## config.mk

```make
export PLATFORM = sky130hd
export DESIGN_NAME = alu_flags
export DESIGN_NICKNAME = d
export VERILOG_FILES = /design/src/rtl/alu_flags_pkg.sv /design/src/rtl/alu_flags_core.sv /design/src/rtl/alu_flags_reg.sv /design/src/rtl/alu_flags.sv
export SDC_FILE = /design/constraint.sdc
export NUM_CORES = 1
export LEC_CHECK = 0
export CAP_MARGIN = 40
export CORE_ASPECT_RATIO = 1.25
export CORE_MARGIN = 5
export CORE_UTILIZATION = 60
export CTS_BUF_LIST = sky130_fd_sc_hd__clkbuf_4 sky130_fd_sc_hd__clkbuf_8 sky130_fd_sc_hd__clkbuf_16
export DETAILED_ROUTE_END_ITERATION = 16
export DONT_BUFFER_PORTS = 1
export PLACE_DENSITY = 0.84
export SETUP_SLACK_MARGIN = 0.15
export SYNTH_ARGS = -nofsm -noshare
export SYNTH_HDL_FRONTEND = slang
export SYNTH_SLANG_ARGS = --single-unit
```

## constraint.sdc

```tcl
create_clock -name clk_i -period 0.8 [get_ports clk_i]
set_input_delay 0 -clock clk_i [delete_from_list [all_inputs] [get_ports clk_i]]
set_output_delay 0 -clock clk_i [all_outputs]
set_load 0.03 [all_outputs]
```

## src/rtl/alu_flags_pkg.sv

```systemverilog
package alu_flags_pkg;
  typedef enum logic [3:0] {
    OP_ADD = 4'd0, OP_SUB = 4'd1, OP_AND = 4'd2, OP_OR = 4'd3, OP_XOR = 4'd4,
    OP_CLR_C = 4'd8, OP_SET_C = 4'd9, OP_CLR_D = 4'd10, OP_SET_D = 4'd11,
    OP_CLR_I = 4'd12, OP_SET_I = 4'd13, OP_CLR_T = 4'd14, OP_SET_T = 4'd15
  } alu_op_e;

  localparam int F_CF = 0;
  localparam int F_PF = 1;
  localparam int F_AF = 2;
  localparam int F_ZF = 3;
  localparam int F_SF = 4;
  localparam int F_OF = 5;
  localparam int F_TF = 8;
  localparam int F_IF = 9;
  localparam int F_DF = 10;
  localparam int FLAG_W = 16;

  typedef struct packed {
    logic cf;
    logic pf;
    logic af;
    logic zf;
    logic sf;
    logic of;
  } status_t;
endpackage

```

## src/rtl/alu_flags_core.sv

```systemverilog
module alu_flags_core
  import alu_flags_pkg::*;
#(
  parameter int DATA_W = 16
) (
  input  logic [3:0]        op_i,
  input  logic              word_i,
  input  logic [DATA_W-1:0] a_i,
  input  logic [DATA_W-1:0] b_i,
  output logic [DATA_W-1:0] res_o,
  output status_t           st_o,
  output logic              is_alu_o
);
  localparam int HALF_W = DATA_W / 2;

  logic [DATA_W:0]   ext_a, ext_b, full;
  logic [DATA_W-1:0] raw;
  logic              msb_a, msb_b, msb_r, is_arith;

  always_comb begin
    ext_a = word_i ? {1'b0, a_i} : {{(HALF_W+1){1'b0}}, a_i[HALF_W-1:0]};
    ext_b = word_i ? {1'b0, b_i} : {{(HALF_W+1){1'b0}}, b_i[HALF_W-1:0]};
    is_arith = 1'b0;
    is_alu_o = 1'b1;
    full = '0;
    unique case (op_i)
      OP_ADD: begin full = ext_a + ext_b; is_arith = 1'b1; end
      OP_SUB: begin full = ext_a - ext_b; is_arith = 1'b1; end
      OP_AND: full = ext_a & ext_b;
      OP_OR:  full = ext_a | ext_b;
      OP_XOR: full = ext_a ^ ext_b;
      default: is_alu_o = 1'b0;
    endcase
    raw = full[DATA_W-1:0];
    res_o = word_i ? raw : {a_i[DATA_W-1:HALF_W], raw[HALF_W-1:0]};
    msb_a = word_i ? a_i[DATA_W-1] : a_i[HALF_W-1];
    msb_b = word_i ? b_i[DATA_W-1] : b_i[HALF_W-1];
    msb_r = word_i ? raw[DATA_W-1] : raw[HALF_W-1];

    st_o.cf = is_arith & (word_i ? full[DATA_W] : full[HALF_W]);
    st_o.af = is_arith & (a_i[4] ^ b_i[4] ^ raw[4]);
    // add: like signs give unlike result; sub: unlike signs, result leaves a's sign
    st_o.of = is_arith & (msb_r != msb_a) &
              ((op_i == OP_ADD) ? (msb_a == msb_b) : (msb_a != msb_b));
    st_o.pf = ~^raw[7:0];
    st_o.zf = word_i ? (raw == '0) : (raw[HALF_W-1:0] == '0);
    st_o.sf = msb_r;
  end
endmodule

```

## src/rtl/alu_flags_reg.sv

```systemverilog
module alu_flags_reg
  import alu_flags_pkg::*;
(
  input  logic              clk_i,
  input  logic              rst_ni,
  input  logic              alu_we_i,
  input  logic              cmd_we_i,
  input  logic [3:0]        op_i,
  input  status_t           st_i,
  output logic [FLAG_W-1:0] flags_o
);
  status_t st_q;
  logic    tf_q, if_q, df_q;
  logic    set_v;

  assign set_v = op_i[0];

  always_ff @(posedge clk_i or negedge rst_ni) begin
    if (!rst_ni) begin
      st_q <= '0;
      tf_q <= 1'b0;
      if_q <= 1'b0;
      df_q <= 1'b0;
    end else if (alu_we_i) begin
      st_q <= st_i;
    end else if (cmd_we_i) begin
      unique case (op_i[2:1])
        2'd0: st_q.cf <= set_v;
        2'd1: df_q    <= set_v;
        2'd2: if_q    <= set_v;
        default: tf_q <= set_v;
      endcase
    end
  end

  always_comb begin
    flags_o       = '0;
    flags_o[F_CF] = st_q.cf;
    flags_o[F_PF] = st_q.pf;
    flags_o[F_AF] = st_q.af;
    flags_o[F_ZF] = st_q.zf;
    flags_o[F_SF] = st_q.sf;
    flags_o[F_OF] = st_q.of;
    flags_o[F_TF] = tf_q;
    flags_o[F_IF] = if_q;
    flags_o[F_DF] = df_q;
  end
endmodule

```

## src/rtl/alu_flags.sv

```systemverilog
module alu_flags
  import alu_flags_pkg::*;
#(
  parameter int DATA_W = 16
) (
  input  logic              clk_i,
  input  logic              rst_ni,
  input  logic              valid_i,
  input  logic [3:0]        op_i,
  input  logic              word_i,
  input  logic [DATA_W-1:0] a_i,
  input  logic [DATA_W-1:0] b_i,
  output logic [DATA_W-1:0] result_o,
  output logic              res_valid_o,
  output logic [FLAG_W-1:0] flags_o
);
  logic [DATA_W-1:0] res_d;
  status_t           st_d;
  logic              is_alu;

  alu_flags_core #(.DATA_W(DATA_W)) u_core (
    .op_i    (op_i),
    .word_i  (word_i),
    .a_i     (a_i),
    .b_i     (b_i),
    .res_o   (res_d),
    .st_o    (st_d),
    .is_alu_o(is_alu)
  );

  alu_flags_reg u_flags (
    .clk_i   (clk_i),
    .rst_ni  (rst_ni),
    .alu_we_i(valid_i & is_alu),
    .cmd_we_i(valid_i & op_i[3]),
    .op_i    (op_i),
    .st_i    (st_d),
    .flags_o (flags_o)
  );

  always_ff @(posedge clk_i or negedge rst_ni) begin
    if (!rst_ni) begin
      result_o    <= '0;
      res_valid_o <= 1'b0;
    end else begin
      res_valid_o <= valid_i & is_alu;
      if (valid_i && is_alu) result_o <= res_d;
    end
  end
endmodule

```

==> results.txt, run 1 <==
Outcome - did not finish
Failed at - 5_1_grt
Error - [ERROR DPL-0038] Utilization greater than 100%, impossible to legalize
I/O pins - 73
Post-Synthesis Cell Area - 3410 µm²
Grt repair worst endpoint - u_flags.flags_o[3]$_DFFE_PN0P_/D
GP Congestion - 0.971
Avg Cell Area, Syn - 7.89 µm²
Synth area leaders - ha_1 19%, dfrtp_1 19%, xnor2_1 6.2%
Synth top cells by count - 53 x ha_1, 47 x nand2_1, 36 x inv_1, 28 x a21oi_1, 28 x o21ai_0
Largest net degree at the start of global routing - 41
Main flop type after synthesis - dfrtp_1
Share of the synthesized area in the top cell type - 19.5%
Post-Synthesis Cells - 432
DPL Wire Length - 9330 µm
Die width - 77.4 µm
Cts bufs inserted - 3
Die Y - 94.3 µm
CTS Buffer Depth - 2
Post-synth EDFFs - 0
# port buffers - 0
Leading area contributor after synthesis - ha_1
Worst_ep kind - sequential cell input
Clk sinks - 26
Root Buffer - clkbuf_8
Top-count cell post-synth - ha_1
Yosys Warn Count - 0
Post-synth cell types - 64
Seq cells post-synth - 26
Fraction of registers with async set/reset - 100%
Starting Density - 62.2%
Seq/Total Area, Yosys - 19.1%
# H-tree levels - 1
Num rows - 30
==> metrics by stage <==
stage	setup TNS [ns]	cell area, µm²	setup slack, ns	cells
after CTS	-30.96	5230	-1.94	646
after floorplan	-36.94	3620	-2.38	438
after global placement	-36.46	4520	-2.17	614
after detailed placement	-39.24	4520	-2.36	614
==> cells by family after synthesis <==
group,Yosys count,share of synthesized area [%]
AO/OA/AOI/OAI,135,26.9
AND/OR/NAND/NOR,115,16.1
buffers and inverters,66,8.44
adder cells (fa/ha/maj),54,20.0
XOR/XNOR,29,7.45
flip-flops,26,19.1
multiplexers,6,1.87
other,1,0.110
==> repair_timing <==
item | CTS
endpoints found under the setup margin | 52
pin swaps | 51
gates resized for setup | 114
hold endpoints to repair | 39
buffers inserted | 26
hold buffers | 2
==> run 2, diff against run 1 <==
==> config.mk (replaced) <==
export PLATFORM = sky130hd
export DESIGN_NAME = alu_flags
export DESIGN_NICKNAME = d
export VERILOG_FILES = /design/src/rtl/alu_flags_pkg.sv /design/src/rtl/alu_flags_core.sv /design/src/rtl/alu_flags_reg.sv /design/src/rtl/alu_flags.sv
export SDC_FILE = /design/constraint.sdc
export NUM_CORES = 1
export LEC_CHECK = 0
export CAP_MARGIN = 40
export CORE_MARGIN = 5
export CORE_UTILIZATION = 40
export DETAILED_ROUTE_END_ITERATION = 16
export DONT_BUFFER_PORTS = 1
export PLACE_DENSITY_LB_ADDON = 0.15
export SYNTH_ARGS = -nofsm -noshare
export SYNTH_HDL_FRONTEND = slang
export SYNTH_SLANG_ARGS = --single-unit
==> run 2 against run 1 <==
Against the previous run: the flow now finishes, with violations (negative hold slack, negative setup slack); area after synthesis unchanged; synthesized cell count unchanged.
==> results.txt, run 2 <==
Final Hold Fails - 12
GR Overflow Total - 0
Area occupied by multi-input gates - 2970 µm²
Largest Register - result_o
Main flop type after synthesis - dfrtp_1
Die width - 102 µm (+32%)
Share of power burned in registers - 25.1%
Max reg flops - 16
Net switching power - 2.63 mW
Simple-gate share of the synthesized area - 16.1% (unchanged)
Hold Buf Count CTS - 6 (+4)
# H-tree levels - 1 (unchanged)
Clock latency on the worst-skew pair - 0.27 ns
Main combinational cell family by area after synthesis - compound AO/OA/AOI/OAI gates
I/O pins - 73 (unchanged)
CTS Buffer Depth - 2 (unchanged)
Peak supply drop - 0.653 mV
DR DRC count - 0
# port buffers - 0 (unchanged)
Max incr delay on CP - 0.39 ns
RSZ-0062 raised after global routing - yes
Combinational Power Share - 62.5%
Post-Synthesis Cells - 432 (unchanged)
Yosys Warn Count - 0 (unchanged)
Share of layout cells above drive strength 1 - 45.9%
Number of fill cells - 652
Synth top cells by count - 53 x ha_1, 47 x nand2_1, 36 x inv_1, 28 x a21oi_1, 28 x o21ai_0
Crit-path cells - nor3_4 -> buf_6 -> nand2_4 -> buf_6 -> buf_6 -> o41ai_4 -> xnor2_1 -> ha_2 -> a21o_4 -> a21oi_2 -> nor2b_1 -> a311o_1 -> a31oi_2 -> xor2_1 -> o221a_2 -> mux2i_1 -> a22o_1
Commonest non-fill, non-tap cells in the layout - 141 x buf_4, 46 x ha_1, 43 x nand2_1
Seq/Total Area, Yosys - 19.1% (unchanged)
Post-Synthesis Cell Area - 3410 µm² (unchanged)
Die Y - 102 µm (+8.5%)
GP Congestion - 0.874 (-9.9%)
Fin crit period - 2.79 ns
Post-layout util - 66.0%
DRT iter0 DRCs - 135
Vias - 3,667
Leak - 2.72 nW
Post-Synth Adder-Cell Area - 20.0% (unchanged)
Startpoint Class - input pin
DIE AREA - 10,500 µm²
First-pass GRT wire length - 17,900 µm
Hold WS - -0.106 ns
Initial antenna violation count - 0
Fin crit share - 349%
PwrDens - 1240 nW/µm²
Failing checks - negative hold slack, negative setup slack
Worst path buffer plus inverter count - 3
Post-synth EDFFs - 0 (unchanged)
Post-place setup slack - -2.39 ns (-0.0326 ns)
CTS clk-pin slew, worst paths - 0.08 ns
Mux cell area share after synthesis - 1.87% (unchanged)
Cts bufs inserted - 3 (unchanged)
Avg Cell Area, Syn - 7.89 µm² (unchanged)
Largest net degree at the start of global routing - 41
Seq cells post-synth - 26 (unchanged)
CORE AREA - 8260 µm²
Crit end category - flop
Post-synth cell types - 64 (unchanged)
Vias in the first global route - 3,653
Switch share - 38.8%
Pre-antenna DRT Iters - 4
Max cap viols - 0
Synth area leaders - ha_1 19%, dfrtp_1 19%, xnor2_1 6.2%
Outcome - finished, violations left
Fmax - 358 MHz
Worst path top cell family by delay - compound AO/OA/AOI/OAI gates
Via density - 5.25
Clk sinks - 26 (unchanged)
Worst path required time - 1.02 ns
Crit-path slowest cell - a311o_1
Average wire per standard cell - 16.5 µm
Fraction of registers with async set/reset - 100% (unchanged)
Most common cell after layout, fill and taps aside - buf_4
Final Worst Setup Slack - -1.99 ns
Post-Route Skew - 0 ns
Post-synthesis compound-gate area fraction - 26.9% (unchanged)
Leading area contributor after synthesis - ha_1
Kind of critical path - in -> reg
XOR/XNOR Fraction of Synth Area - 7.45% (unchanged)
CP most frequent cell - buf_6
Share of the synthesized area in the top cell type - 19.5% (unchanged)
Final wirelength - 11,500 µm
Ant. Diodes - 0
Worst Hold Class - in -> reg
Antenna viol nets, final - 0
Layout area overhead - 59.9%
DPL Wire Length - 8820 µm (-5.4%)
Num rows - 33 (+10%)
Crit path max fanout - 11
Int Pwr - 4.15 mW
Nets - 688
Register area - 652 µm²
CTS tree - built
Clock Power Share - 12.4%
Final Slew Violations - 0
Top-count cell post-synth - ha_1
Setup Viol. Count Final - 48
CP arrival - 3.01 ns
Root Buffer - clkbuf_8
Starting Density - 41.3% (-21 points)
Gr usage total - 21.4%
==> run 2: power groups by stage <==
stage	combinational (mW)	clock, mW	sequential, mW
floorplan	1.79	0	2.04
global placement	3.23	0	1.68
detailed placement	3.28	0	1.69
CTS	3.95	0.872	1.69
global route	4.56	0.910	1.73
finish	4.24	0.838	1.70
==> run 2: kinds of logic (layout without fill, tap and decap cells) <==
logic type | Yosys count | after routing
compound gates | 135 | 135
xor+xnor | 29 | 29
fa+ha+maj | 54 | 54
buf+inv | 66 | 221
flops | 26 | 26
mux | 6 | 6
other cells | 1 | 7
simple gates | 115 | 115
==> run 2: stage by stage <==
stage	std cells	setup TNS (ns)	hold slack [ns]	total power, mW	instance area (µm²)
after global placement	654	-38.74	-0.295	4.91	4560
after detailed placement	654	-39.86	-0.295	4.97	4560
after CTS	688	-31.30	-0.118	6.51	5190
after global routing	698	-36.13	-0.110	7.19	5450
final	698	-32.25	-0.106	6.78	5450
after floorplan	438	-36.94	-0.296	3.83	3590
==> run 2: per-layer routing <==
layer  GRT usage [%]  vias to the layer above  part of all wire [%]
met3            2.12                       19                   5.0
met4            6.26                        0                   1.8
li1                -                     1843                     -
met1            28.8                     1709                    45
met5               0                        -                     0
met2            36.5                       96                    48
==> run 2: path summary, 6_finish.rpt <==
check                                        start                 end  slack, ns  depth (start not counted)
worst min register to register        result_o[15]        result_o[15]       0.51                          1
worst max register to register  u_flags.flags_o[0]  u_flags.flags_o[0]      -0.03                          3
min in group asynchronous                   rst_ni         result_o[6]       0.17                          2
worst min-delay path                        word_i  u_flags.flags_o[0]      -0.11                          2
worst max-delay path                       op_i[2]  u_flags.flags_o[5]      -1.99                         17
max in group asynchronous                   rst_ni         res_valid_o       0.46                          2
==> run 2: repair_timing <==
item                       4_1_cts  5_1_grt
resized for setup               81       37
setup endpoints to repair       48       50
gates cloned                     0        0
hold endpoints to repair        39       11
setup buffers                   24       12
pin swaps                       43       46
==> run 2: final cells by class <==
class | instances | area share, %
clock buffers | 4 | 1.01
inverters | 36 | 2.48
multi-input cells | 346 | 54.4
flip-flops and latches | 26 | 12.0
well taps | 105 | 2.41
repair buffers | 181 | 27.7
==> run 2: worst register-to-register path, stage by stage (launching register included) <==
cell and delay, ns:
dfrtp_1 0.40, buf_4 0.14, a21oi_1 0.14, a211oi_2 0.05
No activity file was read; power rests on OpenSTA's default activity.
